**config.mk**
```make
export PLATFORM = sky130hd
export DESIGN_NAME = cfg_serial_port
export DESIGN_NICKNAME = d
export VERILOG_FILES = /design/src/rtl/cfg_port_pkg.sv /design/src/rtl/cfg_edge_det.sv /design/src/rtl/cfg_shift_in.sv /design/src/rtl/cfg_reg_bank.sv /design/src/rtl/cfg_readback.sv /design/src/rtl/cfg_serial_port.sv
export SDC_FILE = /design/constraint.sdc
export NUM_CORES = 1
export LEC_CHECK = 0
export ABC_AREA = 0
export ABC_CLOCK_PERIOD_IN_PS = 5600
export BUFFER_PORTS_ARGS = -buffer_cell sky130_fd_sc_hd__buf_2
export CORE_ASPECT_RATIO = 0.75
export CORE_MARGIN = 5
export CORE_UTILIZATION = 55
export CTS_BUF_LIST = sky130_fd_sc_hd__clkbuf_8
export DETAILED_ROUTE_END_ITERATION = 8
export HOLD_SLACK_MARGIN = 0.08
export PLACE_DENSITY = 0.79
export SKIP_LAST_GASP = 1
export SLEW_MARGIN = 20
export SYNTH_ARGS = -nofsm -noshare
export SYNTH_HDL_FRONTEND = slang
export SYNTH_SLANG_ARGS = --single-unit
export TNS_END_PERCENT = 1
```
**constraint.sdc**
```tcl
create_clock -name clk -period 5.6 [get_ports clk]
set_input_delay 1.12 -clock clk [delete_from_list [all_inputs] [get_ports clk]]
set_output_delay 1.12 -clock clk [all_outputs]
set_load 0.1 [all_outputs]
```
**src/rtl/cfg_port_pkg.sv**
```systemverilog
package cfg_port_pkg;
  localparam int WORD_W     = 32;
  localparam int ADDR_W     = 4;
  localparam int NUM_REGS   = 14;
  localparam int RB_W       = 16;
  localparam int RB_ADDR    = 7;
  localparam int RB_EN_BIT  = 8;
  localparam int MODE_LSB   = 4;
  localparam int MODE_W     = 3;
  localparam int LVL_W      = 7;
  localparam int GAIN_W     = 2;
  localparam int ADC_W      = 7;
  localparam int CAL_W      = 8;
  localparam int CAL_RST    = 32;
  localparam int RB_EDGES   = RB_W + 2;
  localparam logic [11:0] PRODUCT_CODE = 12'h200;
  localparam logic [3:0]  REVISION     = 4'h8;

  typedef enum logic [MODE_W-1:0] {
    RB_AFC    = 3'd0,
    RB_SIGNAL = 3'd1,
    RB_ADC    = 3'd2,
    RB_REV    = 3'd3,
    RB_CAL    = 3'd4
  } rb_mode_e;

  function automatic logic [RB_W-1:0] pack_signal(input logic [LVL_W-1:0] lvl,
                                                  input logic [GAIN_W-1:0] fg,
                                                  input logic [GAIN_W-1:0] lg);
    logic [RB_W-1:0] w;
    w = '0;
    w[LVL_W-1:0]                       = lvl;
    w[LVL_W +: GAIN_W]                 = fg;
    w[LVL_W+GAIN_W +: GAIN_W]          = lg;
    return w;
  endfunction

  function automatic logic [RB_W-1:0] rev_word();
    return {PRODUCT_CODE, REVISION};
  endfunction

  function automatic logic [RB_W-1:0] zext_adc(input logic [ADC_W-1:0] v);
    logic [RB_W-1:0] w;
    w = '0;
    w[ADC_W-1:0] = v;
    return w;
  endfunction

  function automatic logic [RB_W-1:0] zext_cal(input logic [CAL_W-1:0] v);
    logic [RB_W-1:0] w;
    w = '0;
    w[CAL_W-1:0] = v;
    return w;
  endfunction
endpackage

```
**src/rtl/cfg_edge_det.sv**
```systemverilog
module cfg_edge_det #(
  parameter int N = 2
) (
  input  logic         clk,
  input  logic         rst_n,
  input  logic [N-1:0] sig_in,
  output logic [N-1:0] rise
);
  logic [N-1:0] prev_q;

  always_ff @(posedge clk or negedge rst_n) begin
    if (!rst_n) prev_q <= '0;
    else        prev_q <= sig_in;
  end

  assign rise = sig_in & ~prev_q;
endmodule

```
**src/rtl/cfg_shift_in.sv**
```systemverilog
module cfg_shift_in #(
  parameter int W = 32
) (
  input  logic         clk,
  input  logic         rst_n,
  input  logic         shift_en,
  input  logic         din,
  output logic [W-1:0] word
);
  always_ff @(posedge clk or negedge rst_n) begin
    if (!rst_n)        word <= '0;
    else if (shift_en) word <= {word[W-2:0], din};
  end
endmodule

```
**src/rtl/cfg_reg_bank.sv**
```systemverilog
module cfg_reg_bank #(
  parameter int W  = 32,
  parameter int N  = 14,
  parameter int AW = 4
) (
  input  logic           clk,
  input  logic           rst_n,
  input  logic           wr_en,
  input  logic [W-1:0]   wdata,
  output logic [N*W-1:0] regs_flat
);
  logic [AW-1:0] waddr;
  assign waddr = wdata[AW-1:0];

  for (genvar i = 0; i < N; i++) begin : g_reg
    logic [W-1:0] q;
    always_ff @(posedge clk or negedge rst_n) begin
      if (!rst_n)                         q <= '0;
      else if (wr_en && waddr == AW'(i)) q <= wdata;
    end
    assign regs_flat[i*W +: W] = q;
  end
endmodule

```
**src/rtl/cfg_readback.sv**
```systemverilog
module cfg_readback
  import cfg_port_pkg::*;
#(
  parameter int CW = $clog2(RB_EDGES + 1)
) (
  input  logic              clk,
  input  logic              rst_n,
  input  logic              active,
  input  logic              load_hi,
  input  logic              arm,
  input  logic [MODE_W-1:0] mode,
  input  logic              sclk_evt,
  input  logic [RB_W-1:0]   afc_val,
  input  logic [LVL_W-1:0]  sig_level,
  input  logic [GAIN_W-1:0] filt_gain,
  input  logic [GAIN_W-1:0] lna_gain,
  input  logic [ADC_W-1:0]  adc_val,
  input  logic              cal_upd,
  input  logic [CAL_W-1:0]  cal_val,
  output logic              rd_data,
  output logic              rd_oe,
  output logic [CW-1:0]     edge_cnt
);
  logic [CAL_W-1:0] cal_q;
  logic [RB_W-1:0]  sel_word;
  logic [RB_W-1:0]  snap_q;
  logic             busy_q;

  always_ff @(posedge clk or negedge rst_n) begin
    if (!rst_n)       cal_q <= CAL_W'(CAL_RST);
    else if (cal_upd) cal_q <= cal_val;
  end

  always_comb begin
    case (mode)
      RB_AFC:    sel_word = afc_val;
      RB_SIGNAL: sel_word = pack_signal(sig_level, filt_gain, lna_gain);
      RB_ADC:    sel_word = zext_adc(adc_val);
      RB_REV:    sel_word = rev_word();
      RB_CAL:    sel_word = zext_cal(cal_q);
      default:   sel_word = '0;
    endcase
  end

  always_ff @(posedge clk or negedge rst_n) begin
    if (!rst_n) begin
      busy_q   <= 1'b0;
      snap_q   <= '0;
      edge_cnt <= '0;
      rd_oe    <= 1'b0;
      rd_data  <= 1'b0;
    end else if (!active || !load_hi) begin
      busy_q   <= 1'b0;
      edge_cnt <= '0;
      rd_oe    <= 1'b0;
      rd_data  <= 1'b0;
    end else if (arm) begin
      busy_q   <= 1'b1;
      snap_q   <= sel_word;
      edge_cnt <= '0;
      rd_oe    <= 1'b0;
      rd_data  <= 1'b0;
    end else if (busy_q && sclk_evt) begin
      edge_cnt <= edge_cnt + CW'(1);
      if (edge_cnt == '0) begin
        rd_oe   <= 1'b1;
        rd_data <= 1'b0;
      end else if (edge_cnt == CW'(RB_EDGES - 1)) begin
        rd_oe   <= 1'b0;
        rd_data <= 1'b0;
        busy_q  <= 1'b0;
      end else begin
        rd_data <= snap_q[RB_W-1];
        snap_q  <= {snap_q[RB_W-2:0], 1'b0};
      end
    end
  end
endmodule

```
**src/rtl/cfg_serial_port.sv**
```systemverilog
module cfg_serial_port
  import cfg_port_pkg::*;
#(
  parameter int REG_W  = WORD_W,
  parameter int N_REGS = NUM_REGS,
  localparam int REGS_W = REG_W * N_REGS,
  localparam int CNT_W  = $clog2(RB_EDGES + 1)
) (
  input  logic              clk,
  input  logic              rst_n,
  input  logic              chip_en,
  input  logic              ser_clk,
  input  logic              ser_data,
  input  logic              ser_load,
  input  logic [RB_W-1:0]   afc_val,
  input  logic [LVL_W-1:0]  sig_level,
  input  logic [GAIN_W-1:0] filt_gain,
  input  logic [GAIN_W-1:0] lna_gain,
  input  logic [ADC_W-1:0]  adc_val,
  input  logic              cal_upd,
  input  logic [CAL_W-1:0]  cal_val,
  output logic              rd_data,
  output logic              rd_oe,
  output logic [REGS_W-1:0] cfg_regs
);
  logic [1:0]        pin_rise;
  logic              sclk_evt;
  logic              latch_evt;
  logic [REG_W-1:0]  shift_word;
  logic [ADDR_W-1:0] latch_addr;
  logic              rb_arm;
  logic [CNT_W-1:0]  rb_cnt;

  cfg_edge_det #(.N(2)) u_edges (
    .clk    (clk),
    .rst_n  (rst_n),
    .sig_in ({ser_load, ser_clk}),
    .rise   (pin_rise)
  );

  assign sclk_evt   = pin_rise[0] & chip_en;
  assign latch_evt  = pin_rise[1] & chip_en;
  assign latch_addr = shift_word[ADDR_W-1:0];
  assign rb_arm     = latch_evt && (latch_addr == ADDR_W'(RB_ADDR))
                      && shift_word[RB_EN_BIT];

  cfg_shift_in #(.W(REG_W)) u_shift (
    .clk      (clk),
    .rst_n    (rst_n),
    .shift_en (sclk_evt),
    .din      (ser_data),
    .word     (shift_word)
  );

  cfg_reg_bank #(.W(REG_W), .N(N_REGS), .AW(ADDR_W)) u_bank (
    .clk       (clk),
    .rst_n     (rst_n),
    .wr_en     (latch_evt),
    .wdata     (shift_word),
    .regs_flat (cfg_regs)
  );

  cfg_readback #(.CW(CNT_W)) u_rb (
    .clk       (clk),
    .rst_n     (rst_n),
    .active    (chip_en),
    .load_hi   (ser_load),
    .arm       (rb_arm),
    .mode      (shift_word[MODE_LSB +: MODE_W]),
    .sclk_evt  (sclk_evt),
    .afc_val   (afc_val),
    .sig_level (sig_level),
    .filt_gain (filt_gain),
    .lna_gain  (lna_gain),
    .adc_val   (adc_val),
    .cal_upd   (cal_upd),
    .cal_val   (cal_val),
    .rd_data   (rd_data),
    .rd_oe     (rd_oe),
    .edge_cnt  (rb_cnt)
  );
endmodule

```
After elaboration in Yosys (flattened, before gate mapping)
Index checks and enable logic that the tools add are counted.
{"block": "totals", "ff_bits": 514, "latchBits": 0, "ramBits": 0, "rom_bits": 0, "inputBits": 49, "output_inout_bits": 450, "wordCells": 100, "memories": 0}
{"block": "op_classes", "add_sub_neg": 1, "n_mul": 0, "n_div": 0, "order_cmp": 0, "n_eq_ne": 21, "shift": 0, "n_mux": 22, "bitwise_logic": 5, "reduce_logical": 29}
{"operator": "$pmux W16 S5", "n": 1}
{"operator": "$mux W16", "n": 4}
{"operator": "$eq A4 B4 Y1 const B", "n": 6}
{"operator": "$eq A4 B3 Y1 const B", "n": 4}
{"operator": "$logic_and A1 B1 Y1", "n": 16}
{"operator": "$mux W5", "n": 3}
{"operator": "$mux W1", "n": 14}
{"operator": "$eq A4 B2 Y1 const B", "n": 2}
{"operator": "$eq A3 B2 Y1 const B", "n": 2}
{"operator": "$reduce_bool A3 Y1", "n": 2}
{"operator": "$add A5 B1 Y5 const B", "n": 1}
{"operator": "$eq A5 B5 Y1 const B", "n": 1}
{"operator": "$logic_not A5 Y1", "n": 1}
{"operator": "$eq A4 B1 Y1 const B", "n": 1}
{"operator": "$logic_not A4 Y1", "n": 1}
{"operator": "$ne A2 B2 Y1 const B", "n": 2}
{"operator": "$reduce_and A4 Y1", "n": 1}
{"operator": "$reduce_bool A4 Y1", "n": 1}
{"operator": "$eq A3 B1 Y1 const B", "n": 1}
{"operator": "$eq A3 B3 Y1 const B", "n": 1}
{"operator": "$logic_not A3 Y1", "n": 1}
{"operator": "$ne A3 B2 Y1 const B", "n": 1}
{"operator": "$reduce_and A3 Y1", "n": 1}
{"operator": "$and A1 B1 Y1", "n": 2}
{"operator": "7 further kinds", "n": 8}

Longest topological paths before layout
{"block": "depth", "depth_word": 7, "mapped_depth": 7, "mapped_depth_nobuf": 6}

Cells and area by module
Synthesis repeated with hierarchy kept, for this count alone.
{"block": "unflattened", "cells_unflattened": 1250, "area_unflattened_um2": 19702.6}
{"module": "cfg_reg_bank", "instances": 1, "cells_per_inst": 993, "area_per_inst_um2": 16462.0, "seq_area_each_um2": 11210.8}
{"module": "cfg_readback", "instances": 1, "cells_per_inst": 181, "area_per_inst_um2": 1785.5, "seq_area_each_um2": 802.0}
{"module": "cfg_shift_in", "instances": 1, "cells_per_inst": 68, "area_per_inst_um2": 1345.0, "seq_area_each_um2": 800.8}
{"module": "cfg_edge_det", "instances": 1, "cells_per_inst": 4, "area_per_inst_um2": 77.6, "seq_area_each_um2": 50.0}
{"module": "cfg_serial_port", "instances": 1, "cells_per_inst": 4, "area_per_inst_um2": 32.5, "seq_area_each_um2": 0.0}

Worst setup path before layout
Ideal clock, no wire load.
{"block": "synth_path", "kind": "input port to flip-flop", "start": "input ser_load", "end": "register u_bank.g_reg[12].q[10]", "setup_ns": 0.125, "arrival_time_ns": 2.449, "required_time_ns": 5.475, "slack_ns": 3.026, "path_stages": 5, "path_buffers": 1, "path_cell_list": "nand2_1 -> or4_4 -> nor2_2 -> buf_4 -> mux2_2"}
{"block": "synth_via", "elab_chain_len": 3}
{"element": "start, declared", "line": "cfg_serial_port.sv:14", "source": "input logic ser_load,"}
{"element": "$and A2 B2 Y2", "line": "cfg_edge_det.sv:16", "source": "assign rise = sig_in & ~prev_q;"}
{"element": "$and A1 B1 Y1", "line": "cfg_serial_port.sv:42", "source": "assign latch_evt = pin_rise[1] & chip_en;"}
{"element": "$logic_and A1 B1 Y1", "line": "cfg_reg_bank.sv:19", "source": "else if (wr_en && waddr == AW'(i)) q <= wdata;"}
{"element": "end signal, assigned", "line": "cfg_reg_bank.sv:19"}
{"element": "end, declared", "line": "cfg_reg_bank.sv:16", "source": "logic [W-1:0] q;"}
Every way passes these cells.
A chain may end at the register's enable or synchronous reset.

Worst setup path in the final report
{"block": "layout_path", "start": "input chip_en", "end": "register u_bank.g_reg[2].q[17]"}
{"block": "layout_via", "elab_chain_len": 2}
{"element": "start, declared", "line": "cfg_serial_port.sv:11", "source": "input logic chip_en,"}
{"element": "$and A1 B1 Y1", "line": "cfg_serial_port.sv:42"}
{"element": "$logic_and A1 B1 Y1", "line": "cfg_reg_bank.sv:19"}
{"element": "end signal, assigned", "line": "cfg_reg_bank.sv:19"}
{"element": "end, declared", "line": "cfg_reg_bank.sv:16"}
Every way passes these cells.

==> impl_metrics.env <==
export IMPL_status="completed"
export IMPL_die_x_um=228
export IMPL_r2r_slack_ns=2.91
export IMPL_ys_seq_elements=514
export IMPL_hold_path_class="flip-flop to flip-flop"
export IMPL_syn_nets=1299
export IMPL_die_area_mm2=0.0394
export IMPL_r2r_start="u_edges.prev_q[1]"
export IMPL_synth_most_common_cell="dfrtp_1"
export IMPL_power_total_w=0.0102
export IMPL_period_minus_slack_ns=2.92
export IMPL_critPathCapture="u_bank.g_reg[2].q[17]"
export IMPL_path_buf_inv=1
export IMPL_crit_family="simple AND/OR/NAND/NOR gates"
export IMPL_fin_skew_ns=0.0212
export IMPL_synth_area_leaders="dfrtp_1, mux2_2, clkbuf_1"
export IMPL_grt_pass1_wl_mm=83.5
export IMPL_drtIter0Drc=730
export IMPL_final_cell_area_mm2=0.0239
export IMPL_clkLatencyLatePin_ns=0.63
export IMPL_area_growth_pct=22.6
export IMPL_yosys_area_share_simple=0.0379
export IMPL_p_comb_frac=0.289
export IMPL_cp_depth=5
export IMPL_cts_buffers=76
export IMPL_place_inst=2125
export IMPL_finalMaxSlewViolations=0
export IMPL_gp_congestion=0.867
export IMPL_start_kind="input pin"
export IMPL_p_sw_w=0.00415
export IMPL_grt_met2_usage=0.438
export IMPL_grt_usage=0.278
export IMPL_crit_start="chip_en"
export IMPL_crit_chain="buf_2 > nand2_1 > nor4_1 > nand2_2 > mux2_2"
export IMPL_ir_worst_vdd_v=0.000436
export IMPL_num_rows=59
export IMPL_synth_fa_ha_area_frac=0.00192
export IMPL_worst_r2r_cell_count=5
export IMPL_fin_tns_setup_ns=0
export IMPL_vias=12500
export IMPL_synth_compound_area_frac=0.0187
export IMPL_period_share=0.522
export IMPL_synth_top_family_by_area="multiplexers"
export IMPL_wl_mm=55.1
export IMPL_synthFlopType="dfrtp_1"
export IMPL_antenna_found_initial=0
export IMPL_slowest_stage="nand2_2"
export IMPL_vias_per_cell=5.51
export IMPL_crit_path_max_incr_delay_ns=0.79
export IMPL_postPlaceCellArea_mm2=0.0224
export IMPL_arrival_ns=3.42
export IMPL_synth_cell_types=50
export IMPL_place_ws_ns=2.07
export IMPL_grt_busiest_layer="met2"
export IMPL_fmax_mhz=342
export IMPL_seqPwrFrac=0.419
export IMPL_drive_above_1_share=0.602
export IMPL_synth_xor_area_frac=0.00179
export IMPL_async_flop_share=1.00
export IMPL_n_antenna_cell=0
export IMPL_p_per_area_mw_per_mm2=428
export IMPL_syn_inst=1247
export IMPL_p_sw_frac=0.405
export IMPL_rsz0062_at_grt="false"
export IMPL_leakage_nw=13.7
export IMPL_cts_tree="done"
export IMPL_yosysWarnings=0
export IMPL_grt_pass1_vias=13200
export IMPL_fin_cells=2262
export IMPL_h_tree_depth=3
export IMPL_firstDrtPassIters=5
export IMPL_initial_core_util=0.560
export IMPL_wl_per_cell_um=24.3
export IMPL_clkPwrFrac=0.292
export IMPL_cts_hold_buf=0
export IMPL_cp_max_fo=32
export IMPL_synth_edf_count=0
export IMPL_ys_seq_area_frac=0.659
export IMPL_synth_top_cell_area_share=0.658
export IMPL_avgSynthCellArea_um2=15.7
export IMPL_pin_count=499
export IMPL_portBuffers=498
export IMPL_grt_use_met1=0.368
export IMPL_rr_endpoint="u_bank.g_reg[5].q[24]"
export IMPL_gr_total_overflow=0
export IMPL_ctsLongestPathBuffers=3
export IMPL_worst_slack_ns=2.68
export IMPL_antenna_left=0
export IMPL_synth_common_cells="dfrtp_1, mux2_2, clkbuf_1"
export IMPL_grtUsageMet3=0.0854
export IMPL_cts_setup_buffers=0
export IMPL_grt_max_degree=130
export IMPL_synth_top_area_cell="dfrtp_1"
export IMPL_core_area_mm2=0.0348
export IMPL_hold_viol=0
export IMPL_clk_pin_slew_worst_paths_ns=0.06
export IMPL_drc=0
export IMPL_slew_headroom=0.258
export IMPL_cp_end_kind="flip-flop"
export IMPL_worstMarginPinSlew_ns=1.11
export IMPL_fp_dieH_um=173
export IMPL_cp_required_ns=6.09
export IMPL_synth_area_mux_share=0.258
export IMPL_clock_root_buffer="clkbuf_8"
export IMPL_nNetsFinal=1800
export IMPL_drv_cap=0
export IMPL_hpwl_mm=37.2
export IMPL_cts_num_sinks=514
export IMPL_path_class="input pin to flip-flop"
export IMPL_finalSetupViolCount=0
export IMPL_p_int_w=0.00610
export IMPL_syn_area_mm2=0.0195
export IMPL_cts_repair_resize_count=0
[cell type report]
class	count	area [um2]
Sequential cell	514	12900
Fill cell	2405	10900
Multi-Input combinational cell	633	6270
Timing Repair Buffer	513	2680
Clock buffer	96	1320
Tap cell	457	572
Clock inverter	39	201
Inverter	10	37.5
[sequential cells by signal (all words and copies together), names as in the netlist]
name            flops
u_bank.g.q        448
u_edges.prev_q      2
u_rb.busy_q         1
u_rb.cal_q          8
u_rb.edge_cnt       5
u_rb.rd_data        1
u_rb.rd_oe          1
u_rb.snap_q        16
u_shift.word       32
[power groups by stage]
stage / combinational [W] / sequential (W) / clock (W)
finish: 0.00296 / 0.00430 / 0.00299
global route: 0.00305 / 0.00433 / 0.00322
CTS: 0.00297 / 0.00429 / 0.00307
detailed placement: 0.00297 / 0.00435 / 0
global placement: 0.00294 / 0.00434 / 0
floorplan: 0.000548 / 0.00610 / 0
[metal layers]
| metal | routed length, um | up-vias | part of all wire |
|---|---|---|---|
| met5 | 0 | - | 0 |
| met4 | 1960 | 0 | 0.036 |
| met3 | 4180 | 113 | 0.076 |
| met2 | 26200 | 426 | 0.48 |
| met1 | 22800 | 6558 | 0.41 |
| li1 | - | 5372 | - |
[cell families (layout without fill, tap and decap cells)]
logic type / count (synthesis) / count (layout)
AND/OR/NAND/NOR: 126 / 126
multiplexers: 449 / 449
AO/OA/AOI/OAI: 51 / 51
buffers and inverters: 100 / 658
adder cells (fa/ha/maj): 3 / 3
flip-flops: 514 / 514
XOR/XNOR: 4 / 4
[placed cells by master, fill, tap and decap left out, types with 15 or more instances in the layout]
master,synthesis,routed
inv_1,10,35
mux2i_1,15,15
dfrtp_1,513,513
clkbuf_8,0,96
o21ai_0,18,18
buf_2,18,497
nand2_1,24,18
or2_2,15,15
mux2_2,425,425
nand2b_1,18,18
nor2b_1,24,24
[stage by stage]
step                hold slack [ns]  utilization
floorplan                     0.474            -
global placement              0.445        0.642
detailed placement            0.447        0.642
CTS                           0.467        0.686
global route                  0.482        0.687
finish                        0.463        0.687
[worst min path at each step]
stage / startpoint / end / slack (ns) / cells past startpoint
2_1_floorplan: u_rb.snap_q[11] / u_rb.snap_q[11] / 0.47 / 1
3_3_place_gp: u_bank.g_reg[7].q[0] / u_bank.g_reg[7].q[0] / 0.45 / 1
3_5_place_dp: u_bank.g_reg[10].q[3] / u_bank.g_reg[10].q[3] / 0.45 / 1
4_1_cts: u_bank.g_reg[10].q[3] / u_bank.g_reg[10].q[3] / 0.47 / 1
5_1_grt: u_bank.g_reg[9].q[3] / u_bank.g_reg[9].q[3] / 0.48 / 1
6_report: u_bank.g_reg[7].q[1] / u_bank.g_reg[7].q[1] / 0.46 / 1
No activity file was read; power rests on OpenSTA's default activity.
